**src/rtl/sdblk_pkg.sv**
```systemverilog
package sdblk_pkg;
  typedef enum logic [3:0] {
    ST_IDLE, ST_HUNT, ST_RDAT, ST_RCRC, ST_WTOK,
    ST_WDAT, ST_WCRC, ST_WRSP, ST_BUSY, ST_TAIL
  } sdblk_st_e;

  localparam logic [7:0] TOK_START = 8'hFE;
  localparam logic [7:0] FILL_BYTE = 8'hFF;
  localparam logic [4:0] RSP_MASKED_OK = 5'h05;
endpackage

```
**src/rtl/sdblk_cnt.sv**
```systemverilog
module sdblk_cnt #(
  parameter int W = 8
) (
  input  logic         clk,
  input  logic         rst_n,
  input  logic         clr_i,
  input  logic         inc_i,
  input  logic [W-1:0] lim_i,
  output logic [W-1:0] val_o,
  output logic         last_o
);
  logic [W-1:0] cnt_q, cnt_d;
  logic         cnt_en;

  assign cnt_en = clr_i | inc_i;

  always_comb begin
    cnt_d = cnt_q;
    if (clr_i)      cnt_d = '0;
    else if (inc_i) cnt_d = cnt_q + 1'b1;
  end

  always_ff @(posedge clk or negedge rst_n) begin
    if (!rst_n)      cnt_q <= '0;
    else if (cnt_en) cnt_q <= cnt_d;
  end

  assign val_o  = cnt_q;
  assign last_o = (cnt_q == lim_i - 1'b1);
endmodule

```
**src/rtl/sdblk_txsel.sv**
```systemverilog
module sdblk_txsel
  import sdblk_pkg::*;
(
  input  sdblk_st_e  st_i,
  input  logic [7:0] buf_rdata_i,
  output logic [7:0] tx_o
);
  always_comb begin
    case (st_i)
      ST_WTOK: tx_o = TOK_START;
      ST_WDAT: tx_o = buf_rdata_i;
      default: tx_o = FILL_BYTE;
    endcase
  end
endmodule

```
**src/rtl/sdblk_xfer.sv**
```systemverilog
module sdblk_xfer
  import sdblk_pkg::*;
#(
  parameter int MAX_LEN   = 512,
  parameter int TMO_POLLS = 256,
  localparam int LEN_W    = $clog2(MAX_LEN + 1),
  localparam int AW       = $clog2(MAX_LEN),
  localparam int TW       = $clog2(TMO_POLLS + 1)
) (
  input  logic             clk,
  input  logic             rst_n,
  input  logic             start_i,
  input  logic             wr_i,
  input  logic [LEN_W-1:0] len_i,
  output logic             spi_req_o,
  output logic [7:0]       spi_tx_o,
  input  logic             spi_ack_i,
  input  logic [7:0]       spi_rx_i,
  output logic             cs_n_o,
  output logic             buf_rd_o,
  output logic             buf_we_o,
  output logic [AW-1:0]    buf_addr_o,
  output logic [7:0]       buf_wdata_o,
  input  logic [7:0]       buf_rdata_i,
  output logic             done_o,
  output logic             err_o,
  output logic [2:0]       wr_status_o
);
  localparam logic [TW-1:0] TMO_LIM = TW'(TMO_POLLS);

  // reset: asserted asynchronously, released on the clock
  logic [1:0] rs_q;
  logic       rst_sn;
  always_ff @(posedge clk or negedge rst_n) begin
    if (!rst_n) rs_q <= 2'b00;
    else        rs_q <= {rs_q[0], 1'b1};
  end
  assign rst_sn = rs_q[1];

  sdblk_st_e        st_q, st_d;
  logic             fly_q, fly_d;
  logic [7:0]       tx_q, tx_sel;
  logic [LEN_W-1:0] len_q;
  logic             err_q, err_d, err_out_q;
  logic [2:0]       wst_q, wst_d;
  logic             we_q, we_d;
  logic [7:0]       wdat_q;
  logic [AW-1:0]    wa_q;
  logic             done_q, fin;
  logic             accept, ack, issue;
  logic             idx_clr, idx_inc, idx_last;
  logic [LEN_W-1:0] idx_val;
  logic             wd_clr, wd_inc, wd_last;
  logic [TW-1:0]    wd_val;

  assign accept = (st_q == ST_IDLE) && start_i;
  assign ack    = fly_q && spi_ack_i;
  assign issue  = (st_q != ST_IDLE) && !fly_q;

  sdblk_cnt #(.W(LEN_W)) idx_i (
    .clk(clk), .rst_n(rst_sn), .clr_i(idx_clr), .inc_i(idx_inc),
    .lim_i(len_q), .val_o(idx_val), .last_o(idx_last)
  );

  sdblk_cnt #(.W(TW)) wdog_i (
    .clk(clk), .rst_n(rst_sn), .clr_i(wd_clr), .inc_i(wd_inc),
    .lim_i(TMO_LIM), .val_o(wd_val), .last_o(wd_last)
  );

  sdblk_txsel txsel_i (.st_i(st_q), .buf_rdata_i(buf_rdata_i), .tx_o(tx_sel));

  // next-state logic
  always_comb begin
    st_d    = st_q;
    err_d   = err_q;
    wst_d   = wst_q;
    idx_clr = 1'b0;
    idx_inc = 1'b0;
    wd_clr  = 1'b0;
    wd_inc  = 1'b0;
    we_d    = 1'b0;
    fin     = 1'b0;
    if (accept) begin
      err_d   = 1'b0;
      wst_d   = 3'b000;
      idx_clr = 1'b1;
      wd_clr  = 1'b1;
      st_d    = wr_i ? ST_WTOK : ST_HUNT;
    end else if (ack) begin
      case (st_q)
        ST_HUNT: begin
          if (spi_rx_i == TOK_START) begin
            st_d = ST_RDAT;
            idx_clr = 1'b1;
          end else if (wd_last) begin
            err_d = 1'b1;
            st_d  = ST_TAIL;
          end else wd_inc = 1'b1;
        end
        ST_RDAT: begin
          we_d = 1'b1;
          if (idx_last) begin
            st_d = ST_RCRC;
            idx_clr = 1'b1;
          end else idx_inc = 1'b1;
        end
        ST_RCRC: begin
          if (idx_val != '0) st_d = ST_TAIL;
          else               idx_inc = 1'b1;
        end
        ST_WTOK: st_d = ST_WDAT;
        ST_WDAT: begin
          if (idx_last) begin
            st_d = ST_WCRC;
            idx_clr = 1'b1;
          end else idx_inc = 1'b1;
        end
        ST_WCRC: begin
          if (idx_val != '0) st_d = ST_WRSP;
          else               idx_inc = 1'b1;
        end
        ST_WRSP: begin
          wst_d = spi_rx_i[3:1];
          if (spi_rx_i[4:0] == RSP_MASKED_OK) begin
            st_d   = ST_BUSY;
            wd_clr = 1'b1;
          end else begin
            err_d = 1'b1;
            st_d  = ST_TAIL;
          end
        end
        ST_BUSY: begin
          if (spi_rx_i != 8'h00) st_d = ST_TAIL;
          else if (wd_last) begin
            err_d = 1'b1;
            st_d  = ST_TAIL;
          end else wd_inc = 1'b1;
        end
        ST_TAIL: begin
          fin  = 1'b1;
          st_d = ST_IDLE;
        end
        default: st_d = ST_IDLE;
      endcase
    end
  end

  always_comb begin
    fly_d = fly_q;
    if (issue)    fly_d = 1'b1;
    else if (ack) fly_d = 1'b0;
  end

  // registers
  always_ff @(posedge clk or negedge rst_sn) begin
    if (!rst_sn) begin
      st_q      <= ST_IDLE;
      fly_q     <= 1'b0;
      tx_q      <= FILL_BYTE;
      len_q     <= '0;
      err_q     <= 1'b0;
      err_out_q <= 1'b0;
      wst_q     <= 3'b000;
      we_q      <= 1'b0;
      wdat_q    <= 8'h00;
      wa_q      <= '0;
      done_q    <= 1'b0;
    end else begin
      st_q   <= st_d;
      fly_q  <= fly_d;
      err_q  <= err_d;
      wst_q  <= wst_d;
      we_q   <= we_d;
      done_q <= fin;
      if (issue)  tx_q  <= tx_sel;
      if (accept) len_q <= len_i;
      if (accept)   err_out_q <= 1'b0;
      else if (fin) err_out_q <= err_q;
      if (we_d) begin
        wdat_q <= spi_rx_i;
        wa_q   <= idx_val[AW-1:0];
      end
    end
  end

  assign spi_req_o   = fly_q;
  assign spi_tx_o    = tx_q;
  assign cs_n_o      = (st_q == ST_IDLE) || (st_q == ST_TAIL);
  assign buf_rd_o    = issue && (st_q == ST_WDAT);
  assign buf_we_o    = we_q;
  assign buf_wdata_o = wdat_q;
  assign buf_addr_o  = we_q ? wa_q : idx_val[AW-1:0];
  assign done_o      = done_q;
  assign err_o       = err_out_q;
  assign wr_status_o = wst_q;
endmodule

```
**config.mk**
```make
export PLATFORM = sky130hd
export DESIGN_NAME = sdblk_xfer
export DESIGN_NICKNAME = d
export VERILOG_FILES = /design/src/rtl/sdblk_pkg.sv /design/src/rtl/sdblk_cnt.sv /design/src/rtl/sdblk_txsel.sv /design/src/rtl/sdblk_xfer.sv
export SDC_FILE = /design/constraint.sdc
export NUM_CORES = 1
export LEC_CHECK = 0
export BUFFER_PORTS_ARGS = -buffer_cell sky130_fd_sc_hd__buf_2
export CORE_ASPECT_RATIO = 0.9
export CORE_MARGIN = 2
export CORE_UTILIZATION = 55
export DETAILED_ROUTE_END_ITERATION = 8
export PLACE_DENSITY_LB_ADDON = 0.2
export SLEW_MARGIN = 30
export SYNTH_ARGS = -nofsm -noshare
export SYNTH_HDL_FRONTEND = slang
export SYNTH_HIERARCHICAL = 1
export SYNTH_SLANG_ARGS = --single-unit
```
**constraint.sdc**
```tcl
create_clock -name clk -period 4.2 [get_ports clk]
set_clock_uncertainty 0.2 [all_clocks]
set_input_delay 0.42 -clock clk [delete_from_list [all_inputs] [get_ports clk]]
set_output_delay 0.42 -clock clk [all_outputs]
set_load 0.02 [all_outputs]
```
==> results list, run 1 <==
* Slew of the pin with the lowest slew margin: about 830 ps
- The routed layout has around 3300 vias.
- The synthesized netlist occupies a cell area of 4070 µm².
- Once detail routing completed, the nets flagged for antenna violations numbered 0.
* Adder-cell share of the synthesized area: 1.23%
* Buffer cell driving the clock tree root: clkbuf_8
- Once the floorplan was initialized, standard cells occupied a little under three fifths of the core.
- Number of hold violations in the final report: 0
* Required time at the worst-slack endpoint: approximately 4300 ps
- Among all flip-flop cells after synthesis, the most frequent one is dfrtp_1.
* Setup violations, final: 0
- Overall overflow remaining after global route: 0
- Number of enable-type register cells in the synthesized netlist: 0
* Worst ir drop on vdd: between 0.3 and 0.4 mV
- Multiplexer cells account for between 10 and 15% of the synthesized area.
- Capture point of the worst reg-to-reg path: idx_i/val_o[8]
- Height of the chip: 85.6 µm
* Post-synth top area share: around 37%
* Relative max-transition margin: 44.7%
* Flip-flop and latch count after synthesis: about 70
- After routing, the total negative slack on setup checks comes to 0 ps.
- Dominant cell by count in the synthesized netlist: dfrtp_1
- Fraction of the mapped netlist area in compound gates: 10.5%
- First-pass DRT Iterations: 4
- The worst setup path is captured at a register.
- Violation count after the first detailed-route iteration: 210
- Summing the areas of all and, or, nand and nor instances in the mapped netlist gives about a quarter of the synthesized area.
* Number of antenna violations at the first check in global routing: 0
- Setup slack after layout: ~680 ps
- During I/O placement, the number of pins put on the boundary was between 60 and 70.
- Slowest CP cell: dfrtp_1
* Leakage power: roughly 2.3 nW
- Category of the worst setup path launch point: register
- By area the synthesized netlist is led by dfrtp_1 37%, mux2_2 6.9%, dfstp_2 5.2%.
* Xor/xnor cell area share of the yosys netlist: under 10%
* Warning count from the yosys run: 6
- Relative to the synthesized area, the layout overhead comes to 16.5%.
- The number of cells on the worst reg-to-reg path is 10.
* Cell Rows: 29
- The run finished with clean final reports.
* Clock Sink Count: between 60 and 70
- DR vias/cell: roughly 5.5
- Counting the buffers created by CTS gives 9.
- In this run the register-to-register setup slack is ~680 ps.
- The worst register-to-register path begins at len_q[2].
* Class of the worst hold path: input port to register
* Sequential-to-total area share from yosys stat: between 40% and 50%
- Synthesis produced a little over 400 cells.
- The number of gates resized after CTS was 0.
* Per-cell routed wire length: 14.5 µm
- Die outline area: 8100 µm²
- Worst-path fanout max: 8
- Max cap viols: 0
* Pin count of the biggest net entering global routing: 46
- After clock tree synthesis, the clock-pin slew on the worst setup and hold paths is ~70 ps.
- Main combinational cell family by area after synthesis: simple AND/OR/NAND/NOR gates
* Post-synthesis async set-or-reset flop share: between 90% and 100%
* Worst setup path class: register to register
- Htree depth: 3
* Mean post-synth cell area: approximately 10 µm²
* Clock Path Buffers: 2
- At the end of the flow, the number of nets in the layout was between 500 and 600.
* DRC violation count after routing: 0
- Tmin final: about 3500 ps
- Based on the critical path, the design can be clocked at up to about 280 MHz.
- 0 antenna diodes ended up in the layout.
- Launch instance of the worst min-delay path: len_i[5]
- The later pin in the worst-skew pair is clocked with a latency of roughly 340 ps.
* Gp weighted congestion: between 0.9 and 1
- The signal on the critical path passes through nor4_4 > a221o_1 > o311ai_1 > o2111a_1 > o31a_1 > nor2_1 > o21ai_1 > or3_4 > or3_1 > a21oi_1.
- CP arrival: between 3000 and 4000 ps
- The worst hold path terminates at len_q[5].
- Routed Wire Length: between 8 and 9 mm
- Counting instances, the worst hold path has a depth of 3.
- The final critical path takes up around 84% of the cycle.
- Die width: between 90 and 100 µm
- The number of max-slew violations in the final report is 0.
- Cells with a size suffix above 1 make up 28.8% of the layout.
* RSZ-0062 raised after global routing: no
- Post-detail-place hpwl: between 6 and 7 mm
* Placeable core area: roughly 7100 µm²
* Leading cell types by count after synthesis: 60 x dfrtp_1, 55 x nand2_1, 30 x nor2_1, 25 x mux2_2, 19 x xor2_1
- Power comes to approximately 0.0028 W.
* Worst Setup Slack post-DPL: slightly above 700 ps
- Worst path max stage delay: just under 500 ps
- Global-route usage over all layers: between 20% and 30%
- Filler Cell Count: 602
- Number of global-route vias before repair: roughly 3200
- Port buffering added 64 buffers.
- The first global-routing pass estimated between 10 and 15 mm of wire.
- The number of different library cells used by synthesis comes to just under 70.
- TritonCTS built the clock tree.
- Cell type with the highest aggregate area in the netlist: dfrtp_1
- PD cells: approximately 580 nW/µm²
==> area by class of cell <==
type	count	area, µm²	area share (%)
clock buffers	10	128	2.70
clock inverters	6	63.8	1.35
inverters	9	33.8	0.714
multi-input cells	342	2320	49.1
flip-flops and latches	68	1720	36.2
well taps	93	116	2.46
repair buffers	68	353	7.45
==> cells in the final DEF, fill, tap and decap left out, drive strengths merged, types with 13 or more instances in the layout <==
| cell | instances |
|---|---|
| xnor2 | 15 |
| nand2b | 13 |
| dfrtp | 60 |
| buf | 67 |
| nor3 | 19 |
| o21ai | 16 |
| nor2 | 32 |
| xor2 | 19 |
| conb | 33 |
| mux2 | 34 |
| nand2 | 55 |
| a21oi | 14 |
==> how the worst max path moves through the flow <==
stage                         from  slack (ps)  cells after the start             end
final                     len_q[2]         680                     10  idx_i/val_o[8]
after global routing      len_q[2]         470                     10  idx_i/val_o[8]
after global placement    len_q[2]         870                     10  idx_i/val_o[8]
after floorplan           len_q[2]        1120                     11  idx_i/val_o[8]
after detailed placement  len_q[2]         710                     10  idx_i/val_o[8]
after CTS                 len_q[2]         690                     10  idx_i/val_o[8]
==> worst max-delay path, delay by kind of cell, from the launching register on <==
| kind | cells | cell delay [ps] |
|---|---|---|
| simple gates | 4 | 1570 |
| compound gates | 6 | 1190 |
| flops | 1 | 490 |
==> repair_timing <==
item,CTS,global route
hold buffers,1,0
hold endpoints to repair,2,0
setup buffers,0,0
==> metal layers <==
metal,global-route usage (%),vias to the layer above,part of all wire [%]
met5,0,-,0
li1,-,1594,-
met1,31.6,1556,46
met2,36.5,105,46
met3,5.36,12,6.0
met4,7.91,0,1.1
==> state kept, by name, indices dropped and copies added, names as in the netlist <==
signal / flops
buf_wdata_o: 8
spi_req_o: 1
wr_status_o: 3
done_o: 1
rs_q: 2
idx_i/val_o: 10
wa_q: 9
wdog_i/val_o: 9
st_q: 4
len_q: 10
buf_we_o: 1
err_q: 1
spi_tx_o: 8
err_o: 1
==> metrics by stage <==
step	std cells	hold slack, ps	area (µm²)	util, %
floorplan	438	-75.6	4180	-
global placement	579	5.95	4530	63.7
detailed placement	579	7.65	4530	63.7
CTS	596	49.3	4730	66.5
global route	596	55.8	4730	66.6
finish	596	67.4	4730	66.6
==> report_power, final <==
group	leakage [nW]	internal (W)	switching [W]
combinational	1.31	0.000495	0.000578
sequential	0.877	0.000861	0.000295
clock	0.0927	0.000274	0.000249
total	2.28	0.00163	0.00112
==> kinds of logic (layout without fill, tap and decap cells) <==
kind of cell,count (synthesis),count (layout)
buffers and inverters,28,93
AO/OA/AOI/OAI,61,61
other,2,33
flip-flops,68,68
XOR/XNOR,34,34
multiplexers,38,38
adder cells (fa/ha/maj),4,4
AND/OR/NAND/NOR,172,172
Power figures use the tool's default switching activity.
==> run 2: changes to the inputs <==
==> constraint.sdc (replaced) <==
create_clock -name clk -period 3.4 [get_ports clk]
set_clock_uncertainty 0.2 [all_clocks]
set_input_delay 0.34 -clock clk [delete_from_list [all_inputs] [get_ports clk]]
set_output_delay 0.34 -clock clk [all_outputs]
set_load 0.02 [all_outputs]
==> results list, run 2 (synthesized netlist as in run 1, its figures left out) <==
- Clock Sink Count: between 60 and 70
- The first global-routing pass estimated 14.6 mm of wire.
- In this run the worst path has a maximum fanout of 7.
- Leakage power: 2.38 nW
* CP arrival: between 3000 and 4000 ps
- Clock Path Buffers: 2
- Placeable core area: roughly 7000 µm²
* Violation count after the first detailed-route iteration: between 200 and 250
* I/O pin count: 65
- Worst r2r path cells: 10
* Count of buffers from port buffering: 64
- The H-tree was split into 3 levels.
- Worst ir drop on vdd: between 0.5 and 0.6 mV
* RSZ-0062 raised after global routing: no
* Relative max-transition margin: 48.9%
* Gp weighted congestion: 0.954
- The first detailed-routing pass took 4 iterations.
- The hold violation total from the final report was 0.
* Endpoint type of the worst setup path: register
- Count of nets after finishing: ~550
- At the pin with the least slew margin, the transition time is around 770 ps.
- Wires add up to roughly 8.6 mm.
* Required time at the worst-slack endpoint: ~3500 ps
- Number of global-route vias before repair: 3229
- CTS buffer count: 9
- The run finished with clean final reports.
* Tmin final: about 3200 ps
- The die covers slightly above 8000 µm².
- Global routing finished with a remaining overflow of 0.
* Category of the worst setup path launch point: register
- TritonCTS built the clock tree.
- Once detail routing completed, the nets flagged for antenna violations numbered 0.
- Using the TritonRoute via totals, the vias-per-cell ratio works out to around 5.4.
- The design draws around 0.0036 W.
- The critical path is of the register to register type.
* Setup violations, final: 0
- Number of antenna violations at the first check in global routing: 0
* Cell Rows: 29
- Once the clock tree was built, the setup fixing pass inserted 0 buffers.
* Initial standard-cell utilization of the core: 57.2%
* Max Clock Freq: approximately 310 MHz
- Synthesis-to-finish area growth: 21.9%
- Slew Limit Fails: 0
* Layout cell share with drive strength beyond 1: around 30%
- In this run the horizontal extent of the chip is roughly 95 µm.
* PD cells: 718 nW/µm²
- After routing, the total negative slack on setup checks comes to 0 ps.
- Per-cell routed wire length: around 14 µm
- Tcrit/Tclk final: 94.0%
- For this run, design rule violations remaining after detail routing come to 0.
* Leading cell type in the layout, fill and taps excluded: buf_2
* Cell count of the worst hold path: 2
- The floorplan step set the die height to about 86 µm.
* Global-route usage over all layers: 22.6%
- The root buffer cell chosen for the clock tree is clkbuf_8.
* Worst-skew pair later-pin latency: roughly 350 ps
- Detailed placement ended at an HPWL of 6.25 mm.
- Across the run, the number of max-cap violations was 0.
* Clock edge transition at the registers on the reported setup and hold paths: around 80 ps
* Antenna diode count: 0
- The detailed router placed approximately 3300 vias in this run.
- Class of the worst hold path: input port to register
- Most used cells in the layout excluding fill and tap cells: 64 x buf_2, 57 x dfrtp_1, 55 x nand2_1
- Entering global routing, the biggest net connects 44 pins.
run 2: cell types whose count changed in the layout (fill, tap and decap cells not counted), moves of 2 or more:
cell / previous run / this run
dfrtp_2: 0 / 2
dlygate4sd3_1: 1 / 12
clkinv_2: 2 / 0
buf_4: 3 / 10
dfrtp_1: 59 / 57
inv_6: 1 / 3
run 2: path summary, 6_finish.rpt:
| check | startpoint | to | slack (ps) |
|---|---|---|---|
| worst min register to register | rs_q[1] | len_q[1] | 130 |
| max in group asynchronous | rs_q[1] | spi_tx_o[3] | 2200 |
| min in group asynchronous | rst_n | rs_q[1] | 100 |
| worst max-delay path | len_q[5] | idx_i/val_o[8] | 210 |
| worst max register to register | len_q[5] | idx_i/val_o[8] | 210 |
| worst min-delay path | wr_i | st_q[2] | 70 |
run 2: through the flow:
step,util (%),hold slack (ps),instance area [µm²],setup slack (ps),std cells
after floorplan,-,-156,4180,315,438
after global placement,64.4,-74.2,4580,278,586
after detailed placement,64.4,-72.7,4580,149,586
after CTS,69.4,54.7,4930,137,614
after global routing,69.7,55.3,4960,19.8,614
final,69.7,66.2,4960,206,614
run 2: layout make-up:
type,count,area (µm²)
clock buffers,9,124
clock inverters,7,105
fillers,548,2150
inverters,9,33.8
multi-input cells,342,2340
flip-flops and latches,68,1720
well taps,93,116
repair buffers,86,515
run 2: worst max-delay path, cell delays in order (launching register included):
cell and delay, ps:
dfrtp_1 440, nor4_4 440, a221o_1 240, o311ai_1 90, o2111a_1 310, o31a_1 320, nor2_2 110, o21ai_1 60
or3_4 390, or3_1 360, a21oi_1 160
run 2: power by group:
part	switching [W]	internal, W	total (W)
combinational	0.000729	0.000640	0.00137
sequential	0.000360	0.00107	0.00143
clock	0.000337	0.000425	0.000763
run 2: repair_timing:
item	CTS	global route
hold buffers	12	0
resized for setup	0	7
setup endpoints to repair	0	4
hold endpoints to repair	13	0
run 2: metal layers:
| layer | track usage [%] | vias to the layer above | wire length, µm |
|---|---|---|---|
| met1 | 32.4 | 1569 | 4150 |
| met5 | 0 | - | 0 |
| met4 | 7.38 | 0 | 168 |
| met3 | 4.92 | 21 | 464 |
| met2 | 34.4 | 106 | 3820 |
| li1 | - | 1630 | - |
